===== src/rtl/dbg_bkpt_pkg.sv =====
package dbg_bkpt_pkg;
  typedef enum logic {
    MODE_MASKED    = 1'b0,
    MODE_NONMASKED = 1'b1
  } src_mode_e;

  // A source may act now if it ignores masking or the core is restartable.
  function automatic logic src_open(input logic nonmask, input logic ri);
    return nonmask | ri;
  endfunction
endpackage


===== src/rtl/dbg_wp_counter.sv =====
module dbg_wp_counter #(
  parameter int CNT_W = 8
) (
  input  logic             clk,
  input  logic             rst,
  input  logic             load,
  input  logic [CNT_W-1:0] load_val,
  input  logic             step,
  output logic             expire
);
  localparam logic [CNT_W-1:0] ONE = CNT_W'(1);

  logic [CNT_W-1:0] cnt;

  assign expire = step && !load && (cnt == ONE);

  always_ff @(posedge clk) begin
    if (rst) begin
      cnt <= '0;
    end else if (load) begin
      cnt <= load_val;
    end else if (step && cnt != '0) begin
      cnt <= cnt - ONE;
    end
  end

  AST_CNT_FROZEN: assert property (@(posedge clk) disable iff (rst)
    (!step && !load) |=> $stable(cnt));
  AST_CNT_NO_WRAP: assert property (@(posedge clk) disable iff (rst)
    (cnt == '0 && !load) |=> (cnt == '0));
  AST_CNT_EXPIRE_ZERO: assert property (@(posedge clk) disable iff (rst)
    expire |=> (cnt == '0));
endmodule


===== src/rtl/dbg_src_gate.sv =====
module dbg_src_gate
  import dbg_bkpt_pkg::*;
(
  input  logic clk,
  input  logic rst,
  input  logic event_in,
  input  logic nonmask,
  input  logic ri,
  input  logic clr,
  output logic fire
);
  logic pend;
  logic open_now;

  assign open_now = src_open(nonmask, ri);
  assign fire = (event_in && open_now) || (pend && ri && !clr);

  always_ff @(posedge clk) begin
    if (rst) begin
      pend <= 1'b0;
    end else begin
      pend <= (pend && !clr && !ri) || (event_in && !open_now);
    end
  end

  AST_MASKED_QUIET: assert property (@(posedge clk) disable iff (rst)
    (!ri && !nonmask) |-> !fire);
  AST_PEND_ISSUE: assert property (@(posedge clk) disable iff (rst)
    (pend && ri && !clr) |-> fire);
  AST_CLR_DROPS: assert property (@(posedge clk) disable iff (rst)
    (clr && !event_in) |=> !pend);
endmodule


===== src/rtl/dbg_bkpt_qual.sv =====
module dbg_bkpt_qual
  import dbg_bkpt_pkg::*;
#(
  parameter int NUM_WP  = 4,
  parameter int NUM_CNT = 2,
  parameter int CNT_W   = 8,
  localparam int NSRC   = NUM_WP + NUM_CNT
) (
  input  logic               clk,
  input  logic               rst,
  input  logic               sw_wr,
  input  logic [NSRC-1:0]    sw_en_data,
  input  logic               dp_wr,
  input  logic [NSRC-1:0]    dp_en_data,
  input  logic               nm_wr,
  input  logic [NSRC-1:0]    nm_data,
  input  logic [NUM_CNT-1:0] cnt_load,
  input  logic [CNT_W-1:0]   cnt_load_val,
  input  logic [NUM_WP-1:0]  wp_in,
  input  logic               ext_bkpt,
  input  logic               ext_bkpt_nm,
  input  logic               core_ri,
  input  logic               pend_clr,
  input  logic               bkpt_ack,
  output logic               bkpt_req,
  output logic [NUM_WP-1:0]  wp_out
);
  logic [NSRC-1:0]    sw_en_q;
  logic [NSRC-1:0]    dp_en_q;
  logic [NSRC-1:0]    nm_q;
  logic [NSRC-1:0]    src_event;
  logic [NSRC-1:0]    src_fire;
  logic [NUM_CNT-1:0] cnt_expire;
  logic               ext_fire;
  logic               fire_any;

  always_ff @(posedge clk) begin
    if (rst) begin
      sw_en_q <= '0;
      dp_en_q <= '0;
      nm_q    <= {NSRC{MODE_MASKED}};
    end else begin
      if (sw_wr) sw_en_q <= sw_en_data;
      if (dp_wr) dp_en_q <= dp_en_data;
      if (nm_wr) nm_q    <= nm_data;
    end
  end

  assign src_event[NUM_WP-1:0] = wp_in;

  for (genvar ci = 0; ci < NUM_CNT; ci++) begin : g_cnt
    logic cnt_step;
    assign cnt_step = wp_in[ci] && src_open(nm_q[NUM_WP+ci], core_ri);
    dbg_wp_counter #(.CNT_W(CNT_W)) u_cnt (
      .clk      (clk),
      .rst      (rst),
      .load     (cnt_load[ci]),
      .load_val (cnt_load_val),
      .step     (cnt_step),
      .expire   (cnt_expire[ci])
    );
    assign src_event[NUM_WP+ci] = cnt_expire[ci];
  end

  for (genvar si = 0; si < NSRC; si++) begin : g_src
    logic enabled;
    assign enabled = sw_en_q[si] | dp_en_q[si];
    dbg_src_gate u_gate (
      .clk      (clk),
      .rst      (rst),
      .event_in (src_event[si] && enabled),
      .nonmask  (nm_q[si]),
      .ri       (core_ri),
      .clr      (pend_clr),
      .fire     (src_fire[si])
    );
  end

  dbg_src_gate u_ext_gate (
    .clk      (clk),
    .rst      (rst),
    .event_in (ext_bkpt),
    .nonmask  (1'b0),
    .ri       (core_ri),
    .clr      (pend_clr),
    .fire     (ext_fire)
  );

  assign fire_any = (|src_fire) || ext_fire || ext_bkpt_nm;

  always_ff @(posedge clk) begin
    if (rst) begin
      bkpt_req <= 1'b0;
      wp_out   <= '0;
    end else begin
      bkpt_req <= fire_any || (bkpt_req && !bkpt_ack);
      wp_out   <= wp_in;
    end
  end

  AST_REQ_HOLD: assert property (@(posedge clk) disable iff (rst)
    (bkpt_req && !bkpt_ack) |=> bkpt_req);
  AST_REQ_SET: assert property (@(posedge clk) disable iff (rst)
    fire_any |=> bkpt_req);
  AST_NM_EXT: assert property (@(posedge clk) disable iff (rst)
    ext_bkpt_nm |=> bkpt_req);
  AST_REQ_DROP: assert property (@(posedge clk) disable iff (rst)
    (bkpt_ack && !fire_any) |=> !bkpt_req);
endmodule


===== config.mk =====
export PLATFORM = sky130hd
export DESIGN_NAME = dbg_bkpt_qual
export DESIGN_NICKNAME = d
export VERILOG_FILES = /design/src/rtl/dbg_bkpt_pkg.sv /design/src/rtl/dbg_wp_counter.sv /design/src/rtl/dbg_src_gate.sv /design/src/rtl/dbg_bkpt_qual.sv
export SDC_FILE = /design/constraint.sdc
export NUM_CORES = 1
export LEC_CHECK = 0
export ABC_AREA = 0
export BUFFER_PORTS_ARGS = -buffer_cell sky130_fd_sc_hd__clkbuf_2
export CELL_PAD_IN_SITES_DETAIL_PLACEMENT = 1
export CELL_PAD_IN_SITES_GLOBAL_PLACEMENT = 2
export CORE_MARGIN = 3
export CORE_UTILIZATION = 36
export DETAILED_ROUTE_END_ITERATION = 8
export GPL_TIMING_DRIVEN = 0
export PLACE_DENSITY_LB_ADDON = 0.1
export SLEW_MARGIN = 20
export SYNTH_ARGS = -nofsm -noshare
export SYNTH_HDL_FRONTEND = slang
export SYNTH_HIERARCHICAL = 1
export SYNTH_SLANG_ARGS = --single-unit

===== constraint.sdc =====
create_clock -name clk -period 5.04 [get_ports clk]
set_input_delay 1.008 -clock clk [delete_from_list [all_inputs] [get_ports clk]]
set_output_delay 1.008 -clock clk [all_outputs]
set_load 0.03 [all_outputs]

==> metrics.csv <==
stage,metric,value,unit
worst_setup_path,Critical Path Sink Type,register,
routing,Vias/cell,5.25,
worst_setup_path,CP startpoint,core_ri,
floorplan,I/O pin total,47,
worst_setup_path,R2R Path Start,g_cnt[1].u_cnt/cnt[2],
min_path,Hold Crit Start,g_src[1].u_gate/pend,
cts,total CTS buffers,5,
place,Port Buf Inserts,41,
synth,"EDFF count, synth",0,
timing,final worst slack,2490,ps
worst_setup_path,WP data arrival,2790,ps
worst_setup_path,Worst Path Required,5280,ps
worst_setup_path,R2R setup slack,3090,ps
routing,post-DR wirelength/cell,15.2,um
floorplan,site row count,29,
outcome,status,completed,
cts,"Reg clk slew, reported paths",100,ps
floorplan,die height,88.3,um
timing,final setup fails,0,
global_routing,initial antenna violation count,0,
global_routing,Overflow after GRT,0,
routing,# DRC,0,
timing,Setup TNS,0,ps
cts,Post-CTS Repair Setup Buffers,0,
global_routing,first-pass GRT wire length,9360,um
power,Leakage,0.00116,uW
routing,Initial DRC Count,31,
place,routability congestion estimate,0.732,
cts,Max Buffers Root-to-Sink,2,
place,Detail Placement HPWL,4520,um
layout,ant diodes,0,
routing,post-route ant nets,0,
synth,multiplexer share of the synthesized area,0.0820,
cts,Clock Latency Late Sink,300,ps
timing,RSZ-0062 raised after global routing,no,
synth,compound-cell area share of the yosys netlist,0.180,
timing,Max Transition Viols Final,0,
routing,Post-Route WL,5810,um
timing,Clock Skew,10.7,ps
timing,Period minus WS final,2550,ps
place,dpl cell area,2750,sq um
worst_setup_path,CP startpoint kind,input port,
synth,Netlist cell types,41,
routing,via count,2012,
cts,H-tree levels,2,
floorplan,Chip Width,88.3,um
cts,CTS Root Cell,clkbuf_8,
global_routing,total track usage,0.156,
synth,top_reg_cell synth,dfxtp_1,
power,P per Cell Area,296,nW/um^2
worst_setup_path,Worst Path Max Fanout,23,
synth,Synth Area in XOR/XNOR,0.0215,
floorplan,Core Box Area,6460,sq um
global_routing,largest net degree at the start of global routing,24,
synth,Simple-Gate Fraction of Synth Area,0.247,
place,Post-Place Worst Slack,2150,ps
cts,CTS sink count,46,
cts,post-cts resize count,0,
min_path,Hold Path Class,register to register,
synth,synth warn,6,
routing,Pre-antenna DRT Iters,4,
layout,share of cells above drive strength 1,0.268,
synth,Mapped Area,2440,sq um
synth,Cells after Synth,256,
synth,sequential area share after synthesis,0.377,
synth,Post-Synth Adder-Cell Area,0.0308,
cts,TritonCTS clock tree,built,
timing,crit share post-route,0.506,
timing,Final Hold Fails,0,
cts,CTS Hold Bufs,0,
timing,Slew headroom,0.643,
layout,Layout Nets,353,
synth,#FFs+latches synth,46,
power,maximum VDD drop,0.107,mV
global_routing,vias in the first global route,1954,
synth,synthesized area per cell,9.54,sq um
floorplan,Initial Util,0.378,
floorplan,die area,7800,sq um
synth,Post-synth ARST share,0,
run,maxcap violations,0,
timing,Slew @ Worst Pin,534,ps
layout,Finished Cell Area,2860,sq um
worst_setup_path,critical path class,input port to register,
timing,Fmax,392,MHz
layout,area delta synth->final,17.1,%
synth,largest family of logic cells by synthesized area,simple AND/OR/NAND/NOR gates,
report_power, final:
group / switching (uW) / internal [uW] / total (uW)
clock: 137 / 149 / 286
sequential: 21.9 / 386 / 408
combinational: 81.1 / 71.7 / 153
critical path: stages:
cell	delay, ps
clkbuf_2	400
o21a_1	340
nand4b_1	150
nor3_1	230
o21a_1	240
o21ai_1	80
o21ai_1	110
nor4_1	70
a31oi_1	150
stage by stage:
stage,instances,hold WS (ps),utilization,total power [uW]
2_1_floorplan,257,461,-,520
6_report,383,508,0.443,846
3_3_place_gp,375,475,0.425,570
4_1_cts,383,515,0.443,858
3_5_place_dp,375,493,0.425,571
5_1_grt,383,543,0.443,893
cell usage after synthesis (3+ instances only):
cell type,instances,area share
a21oi_1,6,0.012
nand2b_1,8,0.021
nand2b_4,7,0.039
nor4_2,4,0.021
o21ai_1,14,0.029
mux2i_1,20,0.082
dfxtp_1,46,0.38
nor2b_1,3,0.0077
ha_1,6,0.031
nor4_1,4,0.010
nor2_1,32,0.049
clkbuf_1,6,0.0092
a211oi_2,9,0.046
inv_1,19,0.029
buf_6,4,0.018
o21a_1,8,0.025
a211oi_1,8,0.025
xnor2_1,6,0.022
nor3_1,6,0.012
path summary, 6_finish.rpt:
| check | endpoint | cells after the start |
|---|---|---|
| max | bkpt_req | 9 |
| max reg2reg | bkpt_req | 7 |
| min | g_src[1].u_gate/pend | 2 |
| min reg2reg | g_src[1].u_gate/pend | 2 |
per-layer routing:
metal  share of wire  track usage  vias up  routed length [um]
li1                -            -     1016                   -
met1            0.47        0.196      954                2760
met2            0.48        0.271       36                2760
met3           0.039       0.0335        6                 229
met4           0.011       0.0412        0                  62
met5               0            0        -                   0
cell type report:
type,instances,area (sq um)
Sequential cell,46,921
Clock buffer,5,68.8
Inverter,19,71.3
Buffer,11,75.1
Tap cell,77,96.3
Fill cell,764,3600
Timing Repair Buffer,41,205
Clock inverter,3,43.8
Multi-Input combinational cell,181,1380
logic make-up (layout without fill, tap and decap cells):
logic type / Yosys count / count (layout)
other: 1 / 2
XOR/XNOR: 6 / 6
adder cells (fa/ha/maj): 6 / 6
flip-flops: 46 / 46
multiplexers: 20 / 20
AND/OR/NAND/NOR: 89 / 89
AO/OA/AOI/OAI: 58 / 58
buffers and inverters: 30 / 79
flip-flops by register name (all words and copies together), names as in the netlist:
register	cells
g_src.u_gate/pend	6
sw_en_q	6
bkpt_req	1
dp_en_q	6
nm_q	6
wp_out	4
u_ext_gate/pend	1
g_cnt.u_cnt/cnt	16
layout by cell type (no fill, tap or decap), drive strengths merged, types with 3 or more instances in the layout:
cell type	Yosys	layout
xnor2	6	6
o21ai	14	14
a21oi	6	6
nor2b	3	3
dfxtp	46	46
inv	19	20
buf	4	4
mux2i	20	20
nor2	32	32
nor3b	4	4
nand2b	15	15
a211oi	17	17
o21a	8	8
ha	6	6
nor3	8	8
clkbuf	7	53
nor4	8	8
(Power assumes the default switching activity.)
